**src/rtl/tiled_view_addr.sv**
```systemverilog
module tiled_view_addr #(
  parameter int CW_BITS     = 14,
  parameter int CH_BITS     = 13,
  parameter int SLOT_W_BITS = 6,
  parameter int SLOT_H_BITS = 6,
  parameter int COORD_W     = 16
) (
  input  logic               clk,
  input  logic               rst_n,
  input  logic               in_valid,
  input  logic [1:0]         fmt,
  input  logic [2:0]         orient,
  input  logic [COORD_W-1:0] x,
  input  logic [COORD_W-1:0] y,
  output logic               out_valid,
  output logic [31:0]        addr,
  output logic [31:0]        stride,
  output logic               range_err
);
  localparam logic [5:0] CW6 = 6'(CW_BITS);
  localparam logic [5:0] CH6 = 6'(CH_BITS);

  logic [5:0]  xs, ys, xbits, ybits;
  logic [31:0] xmask, ymask, xc, yc, xm, ym, off, off_sh, addr_n, stride_n;
  logic        oob;

  always_comb begin
    unique case (fmt)
      2'd0:    begin xs = 6'd0; ys = 6'd0; end
      2'd1:    begin xs = 6'd0; ys = 6'd1; end
      2'd2:    begin xs = 6'd1; ys = 6'd1; end
      default: begin xs = 6'(SLOT_W_BITS); ys = 6'(SLOT_H_BITS); end
    endcase
  end

  assign xbits  = CW6 - xs;
  assign ybits  = CH6 - ys;
  assign xmask  = (32'd1 << xbits) - 32'd1;
  assign ymask  = (32'd1 << ybits) - 32'd1;
  assign xc     = 32'(x);
  assign yc     = 32'(y);
  assign oob    = (xc > xmask) || (yc > ymask);

  assign xm     = orient[1] ? (xc ^ xmask) : xc;
  assign ym     = orient[0] ? (yc ^ ymask) : yc;
  assign off    = orient[2] ? ((xm << ybits) + ym) : ((ym << xbits) + xm);
  assign off_sh = off << (xs + ys);

  assign addr_n   = oob ? 32'd0 :
                    ((32'(orient) << 29) | (32'(fmt) << 27) | off_sh);
  assign stride_n = orient[2] ? (32'd1 << (CH6 + xs)) : (32'd1 << (CW6 + ys));

  always_ff @(posedge clk or negedge rst_n) begin
    if (!rst_n) begin
      out_valid <= 1'b0;
      addr      <= '0;
      stride    <= '0;
      range_err <= 1'b0;
    end else begin
      out_valid <= in_valid;
      if (in_valid) begin
        addr      <= addr_n;
        stride    <= stride_n;
        range_err <= oob;
      end
    end
  end
endmodule

```
**config.mk**
```make
export PLATFORM = sky130hd
export DESIGN_NAME = tiled_view_addr
export DESIGN_NICKNAME = d
export VERILOG_FILES = /design/src/rtl/tiled_view_addr.sv
export SDC_FILE = /design/constraint.sdc
export NUM_CORES = 1
export LEC_CHECK = 0
export ABC_AREA = 1
export BUFFER_PORTS_ARGS = -buffer_cell sky130_fd_sc_hd__buf_2
export CAP_MARGIN = 40
export CORE_ASPECT_RATIO = 1.1
export CORE_MARGIN = 1.5
export CORE_UTILIZATION = 55
export CTS_CLUSTER_SIZE = 40
export DETAILED_ROUTE_END_ITERATION = 10
export PLACE_DENSITY = 0.75
export SLEW_MARGIN = 20
export SYNTH_ARGS = -nofsm -noshare
export SYNTH_HDL_FRONTEND = slang
export SYNTH_SLANG_ARGS = --single-unit
```
**constraint.sdc**
```tcl
create_clock -name clk -period 1.5 [get_ports clk]
set_input_delay 0.225 -clock clk [delete_from_list [all_inputs] [get_ports clk]]
set_output_delay 0.225 -clock clk [all_outputs]
set_load 0.01 [all_outputs]
```
==> key figures, run 1 <==
Logic synthesis
  – Post-synth ARST share: 100%
  – Synth top cells by count: nand2_1 (443), nand3_1 (193), inv_1 (181)
  – Sequential cell area fraction in the yosys report: around 17%
  – Synth cell types: 52
  – Synth area leaders: nand2_1 (18%), dfrtp_1 (17%), ha_1 (11%), nand3_1 (10%), inv_1 (7.2%)
  – Yosys top cell area share: 17.5%
  – Post-Synthesis Cell Area: 9490 µm²
  – Primary FF master, synth: dfrtp_1
  – #FFs+latches synth: 66
  – Mapped Cells: between 1,500 and 2,000
  – Ys Warns: 0
  – Most frequent cell after synthesis: nand2_1
  – Post-synth top area cell: nand2_1
  – Avg Inst Size Synth: 5.90 µm²
  – Post-synth EDFFs: 0

Place
  – RePlAce Congestion: 1.08
  – Port bufs: 105
  – Placed cells: ~2,300
  – Placement Setup Slack: -2.54 ns
  – Final HPWL DP: between 30,000 and 40,000 µm

Global routing
  – Pin count of the biggest net entering global routing: 67
  – Total track usage: 82.4%
  – Total gr overflow: 258

STA
  – Worst End Pin Type: register data pin
  – GRT worst endpoint: addr[25]$_DFFE_PN0P_/D

Clock tree
  – Clock Sinks: 66
  – CTS max path bufs: 2
  – Htree depth: 3
  – Clk root buf: clkbuf_16
  – CTS Buf Count: 9

Floorplan
  – Die W: 128 µm
  – Top-level port count: 106
  – Die height: 141 µm
  – Initial Util: 56.0%
  – Row count: 50

Outcome
  – Status: did not finish
  – Error: [ERROR GRT-0232] Routing congestion too high. Check the congestion heatmap in the GUI.
  – Fail Step: 5_1_grt
## through the flow
| step | cell area (µm²) | hold WS [ns] |
|---|---|---|
| 2_1_floorplan | 9750 | -0.0706 |
| 3_3_place_gp | 13100 | 0.257 |
| 3_5_place_dp | 13100 | 0.256 |
| 4_1_cts | 14800 | 0.288 |
## metal layers
layer  GRT usage [%]  GRT overflow
met5            28.0             1
met4            85.2           105
met3            65.5             5
met2             100           146
met1            81.4             1
## logic make-up after synthesis
family,synth area share [%]
XOR/XNOR,1.46
adder cells (fa/ha/maj),10.8
AND/OR/NAND/NOR,40.3
buffers and inverters,11.0
AO/OA/AOI/OAI,18.5
flip-flops,17.4
multiplexers,0.527
other,0.0395
## what timing repair did
| action | 4_1_cts |
|---|---|
| endpoints found under the setup margin | 39 |
| cloned | 2 |
| hold buffers | 1 |
| buffers inserted | 36 |
| hold endpoints to repair | 66 |
| resized for setup | 274 |
| pin swaps | 97 |
==> run 2: changes to the inputs <==
--- a/config.mk
+++ b/config.mk
@@ -8,12 +8,10 @@
 export ABC_AREA = 1
 export BUFFER_PORTS_ARGS = -buffer_cell sky130_fd_sc_hd__buf_2
 export CAP_MARGIN = 40
-export CORE_ASPECT_RATIO = 1.1
 export CORE_MARGIN = 1.5
-export CORE_UTILIZATION = 55
-export CTS_CLUSTER_SIZE = 40
+export CORE_UTILIZATION = 40
 export DETAILED_ROUTE_END_ITERATION = 10
-export PLACE_DENSITY = 0.75
+export PLACE_DENSITY_LB_ADDON = 0.15
 export SLEW_MARGIN = 20
 export SYNTH_ARGS = -nofsm -noshare
 export SYNTH_HDL_FRONTEND = slang
==> key figures, run 2 <==
Outcome
  – Status: finished with violations (was did not finish)
  – Failing checks: setup timing

Clock tree
  – CTS tree: done
  – Worst skew pair latency: between 0.3 and 0.4 ns
  – Clk root buf: clkbuf_16 (unchanged)
  – CTS Buf Count: 9 (unchanged)
  – Clock Sinks: 66 (unchanged)
  – CTS max path bufs: 2 (unchanged)
  – Htree depth: 3 (unchanged)
  – Clk slew on worst S/H paths: 0.06 ns

Final layout
  – Nets: 2,282
  – Commonest non-fill, non-tap cell in the layout: buf_4
  – Area Overhead vs Synth: 74.9%
  – Final core utilization: approximately 71%
  – Share of cells above drive strength 1: 47.6%
  – Reg area: 1650 µm²
  – Multi-input logic area: 8960 µm²
  – Commonest cells after routing, fill and taps aside: buf_4 (433), nand2_1 (376), inv_1 (148)
  – Fillcell total: 1,989
  – Biggest regs: addr: 32 flops, stride: 32 flops
  – Design area: around 17,000 µm²

STA
  – RSZ-0062 raised after global routing: true
  – Final setup viols: 34
  – Slew Limit Fails: 0
  – Hold slack: roughly 0.29 ns
  – Final critical-path required period: between 3 and 4 ns
  – Clock skew: 0 ns
  – Final worst path period share: 236%
  – Slew of the pin with the lowest slew margin: about 0.67 ns
  – FMAX: 0.282 GHz
  – Final WS setup: -2.04 ns
  – Fin. Hold Viols: 0
  – Normalized max-slew margin: 55.1%

Logic synthesis
  – #FFs+latches synth: 66 (unchanged)
  – Yosys top cell area share: 17.5% (unchanged)
  – Most frequent cell after synthesis: nand2_1 (unchanged)
  – Mapped Cells: 1,608 (unchanged)
  – Synth top cells by count: nand2_1 (443), nand3_1 (193), inv_1 (181) (unchanged)
  – Synth cell types: 52 (unchanged)
  – Post-synth top area cell: nand2_1 (unchanged)
  – Post-Synthesis Cell Area: 9490 µm² (unchanged)
  – Post-synth EDFFs: 0 (unchanged)
  – Sequential cell area fraction in the yosys report: 17.4% (unchanged)
  – Ys Warns: 0 (unchanged)
  – Synth area leaders: nand2_1 (18%), dfrtp_1 (17%), ha_1 (11%), nand3_1 (10%), inv_1 (7.2%) (unchanged)
  – Avg Inst Size Synth: 5.90 µm² (unchanged)
  – Post-synth ARST share: 100% (unchanged)
  – Primary FF master, synth: dfrtp_1 (unchanged)

Worst setup path
  – Cells on worst reg2reg path: 4
  – Worst R2R Setup Slack: 0.73 ns
  – Crit Reg-Reg Endpoint: addr[31]
  – Worst Path Required: roughly 1.7 ns
  – Bufs and invs on worst path: 6
  – Critical path class: input pin to register
  – CP Cell Sequence: buf_8 -> ha_4 -> buf_12 -> ha_4 -> o21ai_4 -> a221oi_2 -> inv_2 -> o21ai_4 -> o21ai_2 -> ha_1 -> buf_6 -> buf_6 -> buf_12 -> a31oi_4 -> o21bai_4 -> a221oi_2 -> nand3b_1 -> nand3_2 -> nand2_2 -> nand2_2 -> nand3_2 -> nand3_2 -> nand3_2
  – Worst setup EP type: register
  – Crit path launch type: input pin
  – Crit path largest cell delay: 0.34 ns
  – R2r startpoint: addr[31]
  – Critical Path Most Common Cell: nand3_2
  – Worst-path maximum fanout: 6
  – Critical Path AT: 3.76 ns
  – Cell family with the largest share of critical-path delay: compound AO/OA/AOI/OAI gates
  – Slowest-stage cell, CP: ha_1

Global routing
  – Global-route wire length before repair: between 60,000 and 70,000 µm
  – Pin count of the biggest net entering global routing: 59
  – Initial antenna violation count: 1
  – Vias in the first global route: 12,700
  – Total track usage: 36.0%
  – Total gr overflow: 0

Power and ir drop
  – Pwr dens: about 740 nW/µm²
  – Maximum VDD drop: 0.588 mV
  – Pwr Total: ~12 mW
  – LEAKAGE: roughly 8.4 nW

Floorplan
  – Area of the core: 23,400 µm²
  – Die W: 157 µm (was 128 µm)
  – Area of the die: about 25,000 µm²
  – Top-level port count: 106 (unchanged)
  – Initial Util: 40.6% (was 56.0%)
  – Die height: 157 µm (was 141 µm)
  – Row count: 56 (was 50)

Hold path
  – Tightest Hold Check Type: input pin to asynchronous set/reset pin

Route
  – Drt first pass iters: 5
  – Via Count: between 10,000 and 15,000
  – Routed Wire Length: around 46,000 µm
  – DR iter-0 viols: 1,097
  – Drc violations: 0
  – Drt via density: 5.44
  – Wire length per cell: 18.4 µm
  – Number of antenna-violating nets in the routed design: 0

Place
  – Port bufs: 105 (unchanged)
  – RePlAce Congestion: 0.989 (was 1.08)
  – DP Area: 13,400 µm² (was 13,100 µm²)
  – Final HPWL DP: 34,600 µm (was 32,700 µm)

Job
  – Max-cap violations: 0
## run 2: through the flow
stage | TNS (ns) | cells | worst slack [ns]
floorplan | -51.40 | 1624 | -1.82
global placement | -87.49 | 2392 | -2.82
detailed placement | -88.78 | 2392 | -2.88
global route | -65.47 | 2484 | -2.27
finish | -59.12 | 2485 | -2.04
CTS | -57.20 | 2457 | -1.91
## run 2: worst reg2reg max path: cells and delay by family (launching register included)
kind,cells,cell delay (ns)
flops,1,0.39
simple gates,2,0.10
compound gates,1,0.10
buf+inv,1,0.07
## run 2: final cells by class
cell class,count,share of cell area [%]
Antenna cell,1,0.0151
Multi-Input combinational cell,1303,54.0
Clock inverter,6,0.392
Timing Repair inverter,1,0.0377
Clock buffer,10,1.44
Timing Repair Buffer,589,27.3
Sequential cell,66,9.95
Tap cell,319,2.40
Inverter,190,4.52
## run 2: worst max path at each step
stage | from | to | slack [ns] | cells past startpoint
floorplan | fmt[1] | addr[26] | -1.82 | 27
global placement | fmt[1] | addr[26] | -2.82 | 26
detailed placement | fmt[1] | addr[26] | -2.88 | 26
CTS | fmt[1] | addr[26] | -1.91 | 29
global route | fmt[1] | addr[27] | -2.27 | 23
finish | fmt[1] | addr[27] | -2.04 | 23
## run 2: routing by layer
layer,GRT usage (%),wire (µm),vias to the layer above
met2,60.1,21000,578
li1,-,-,6472
met3,4.63,3470,136
met1,46.4,18800,6324
met4,15.7,2430,0
met5,0,0,-
## run 2: kinds of logic after synthesis
kind of cell,synth area share [%]
adders and majority gates,10.8
DFF,17.4
AOI/OAI and AO/OA,18.5
muxes,0.527
and+or+nand+nor,40.3
buffers and inverters,11.0
other,0.0395
xor gates and xnor gates,1.46
## run 2: repair_timing
action / in CTS / in global routing
setup buffers: 52 / 25
hold buffers: 1 / 0
resized for setup: 378 / 168
gates cloned: 0 / 2
pin swaps: 150 / 104
hold endpoints to repair: 8 / 0
endpoints found under the setup margin: 44 / 46
## run 2: report_power, final
part	leakage (nW)	switching (mW)	internal [mW]	total, mW
registers	0.895	0.0774	1.91	1.98
clock network	0.149	0.817	1.33	2.15
logic	7.39	4.51	3.64	8.15
No activity file was read; power rests on OpenSTA's default activity.
==> run 3: changes to the inputs <==
--- a/config.mk
+++ b/config.mk
@@ -8,7 +8,7 @@
 export ABC_AREA = 1
 export BUFFER_PORTS_ARGS = -buffer_cell sky130_fd_sc_hd__buf_2
 export CAP_MARGIN = 40
-export CORE_MARGIN = 1.5
+export CORE_MARGIN = 2
 export CORE_UTILIZATION = 40
 export DETAILED_ROUTE_END_ITERATION = 10
 export PLACE_DENSITY_LB_ADDON = 0.15
==> key figures, run 3 (same netlist as run 2, synthesis figures left out) <==
Route
  – Wire length per cell: 17.6 µm (was 18.4 µm)
  – Number of antenna-violating nets in the routed design: 0 (unchanged)
  – Drt via density: 5.23 (was 5.44)
  – DR iter-0 viols: 1,069 (was 1,097)
  – Routed Wire Length: 43,900 µm (was 45,700 µm)
  – Drt first pass iters: 5 (unchanged)
  – Drc violations: 0 (unchanged)
  – Via Count: 13,000 (was 13,500)

Final layout
  – Nets: 2,285 (was 2,282)
  – Design area: 15,800 µm² (was 16,600 µm²)
  – Fillcell total: 2,179 (was 1,989)
  – Multi-input logic area: 8190 µm² (was 8960 µm²)
  – Commonest cells after routing, fill and taps aside: buf_4 (446), nand2_1 (407), inv_1 (163) (was buf_4 (433), nand2_1 (376), inv_1 (148))
  – Area Overhead vs Synth: 66.4% (was 74.9%)
  – Reg area: 1650 µm² (unchanged)
  – Share of cells above drive strength 1: 41.6% (was 47.6%)
  – Biggest regs: addr: 32 flops, stride: 32 flops (unchanged)
  – Final non-filler cell total: 2,489 (was 2,485)
  – Commonest non-fill, non-tap cell in the layout: buf_4 (unchanged)

Worst setup path
  – Worst-path maximum fanout: 6 (unchanged)
  – Crit path launch type: input pin (unchanged)
  – Critical Path AT: 3.85 ns (was 3.76 ns)
  – Worst Path Required: 1.71 ns (about the same)
  – R2r startpoint: addr[31] (unchanged)
  – Slowest-stage cell, CP: ha_1 (unchanged)
  – Worst R2R Setup Slack: 0.75 ns (was 0.73 ns)
  – Critical path class: input pin to register (unchanged)
  – Worst setup EP type: register (unchanged)
  – Crit path launch: fmt[1] (unchanged)
  – Crit path largest cell delay: 0.31 ns (was 0.34 ns)

Place
  – RePlAce Congestion: 0.987 (was 0.989)
  – Final HPWL DP: 35,500 µm (was 34,600 µm)
  – Placement Setup Slack: -3.02 ns (was -2.88 ns)
  – Placed cells: 2,420 (was 2,392)
  – DP Area: 13,700 µm² (was 13,400 µm²)
  – Port bufs: 105 (unchanged)

Job
  – Max-cap violations: 0 (unchanged)

STA
  – Fin. Hold Viols: 0 (unchanged)
  – FMAX: 0.275 GHz (was 0.282 GHz)
  – Normalized max-slew margin: 54.0% (was 55.1%)
  – Slew Limit Fails: 0 (unchanged)
  – RSZ-0062 raised after global routing: true (unchanged)
  – Final setup viols: 33 (was 34)
  – Final worst path period share: 242% (was 236%)
  – Clock skew: 0 ns (unchanged)
  – Setup TNS: -59.93 ns (was -59.12 ns)
  – Final critical-path required period: 3.63 ns (was 3.54 ns)
  – Final WS setup: -2.13 ns (was -2.04 ns)
  – Slew of the pin with the lowest slew margin: 0.687 ns (was 0.670 ns)

Clock tree
  – Worst skew pair latency: 0.32 ns (was 0.33 ns)
  – Clk slew on worst S/H paths: 0.06 ns (about the same)
  – Htree depth: 3 (unchanged)
  – CTS Buf Count: 9 (unchanged)
  – Clock Sinks: 66 (unchanged)
  – Clk root buf: clkbuf_16 (unchanged)
  – CTS tree: done (unchanged)
  – CTS max path bufs: 2 (unchanged)

Global routing
  – Pin count of the biggest net entering global routing: 67 (was 59)
  – Initial antenna violation count: 2 (was 1)
  – Total track usage: 34.6% (was 36.0%)
  – Vias in the first global route: 12,300 (was 12,700)
  – Global-route wire length before repair: 66,100 µm (was 68,500 µm)
  – Total gr overflow: 0 (unchanged)

Hold path
  – Hold Startpoint: in_valid
  – Tightest Hold Check Type: input pin to register (was input pin to asynchronous set/reset pin)

Floorplan
  – Area of the core: 23,400 µm² (unchanged)
  – Area of the die: 25,000 µm² (was 24,700 µm²)
  – Initial Util: 40.6% (unchanged)
  – Row count: 56 (unchanged)
  – Top-level port count: 106 (unchanged)
  – Die W: 158 µm (was 157 µm)
  – Die height: 158 µm (was 157 µm)

Outcome
  – Status: finished with violations (unchanged)
  – Failing checks: setup timing (unchanged)

Power and ir drop
  – Maximum VDD drop: 0.478 mV (was 0.588 mV)
  – Pwr dens: 732 nW/µm² (was 740 nW/µm²)
  – LEAKAGE: 8.27 nW (was 8.43 nW)
run 3: what timing repair did:
item                                    CTS  global route
endpoints found under the setup margin   43            46
pin swaps                                72            62
resized for setup                       206           146
gates cloned                              1             1
hold buffers                              1             0
endpoints found under the hold margin    66             0
buffers inserted                         30            20
run 3: per-layer routing:
| layer | part of all wire (%) | track usage (%) | up-vias |
|---|---|---|---|
| met5 | 0 | 0 | - |
| met4 | 5.2 | 15.5 | 0 |
| met3 | 6.6 | 5.42 | 108 |
| met2 | 45 | 56.6 | 437 |
| met1 | 43 | 44.9 | 6005 |
| li1 | - | - | 6478 |
run 3: metrics by stage:
stage	total power, mW	hold WS, ns	utilization (%)
6_report	11.6	0.185	67.5
5_1_grt	12.3	0.177	67.5
4_1_cts	11.1	0.166	64.4
3_5_place_dp	8.17	0.263	58.3
3_3_place_gp	8.14	0.268	58.3
2_1_floorplan	5.04	-0.0706	-
run 3: cell type report:
cell class / count / share of cell area (%)
clock buffers: 10 / 1.51
well taps: 319 / 2.53
multi-input cells: 1303 / 51.8
repair buffers: 592 / 28.4
flip-flops and latches: 66 / 10.5
repair inverters: 1 / 0.0396
clock inverters: 6 / 0.412
diodes: 2 / 0.0317
inverters: 190 / 4.76
run 3: final timing paths:
path	end	cells past startpoint
setup / recovery	addr[31]	27
hold / removal	out_valid	1
setup reg to reg	addr[31]	4
hold reg to reg	addr[22]	2
max in group asynchronous	addr[8]	3
min in group asynchronous	stride[27]	3
run 3: worst max-delay path, delay by kind of cell:
| family | cells | cell delay [ns] |
|---|---|---|
| fa+ha+maj | 3 | 0.81 |
| buf+inv | 6 | 0.80 |
| simple gates | 10 | 0.91 |
| compound gates | 8 | 1.09 |
run 3: report_power, final:
group          internal [mW]  switching (mW)  total, mW
combinational           3.36            4.09       7.45
sequential              1.91          0.0761       1.98
clock                   1.33           0.798       2.13
total                   6.60            4.96       11.6
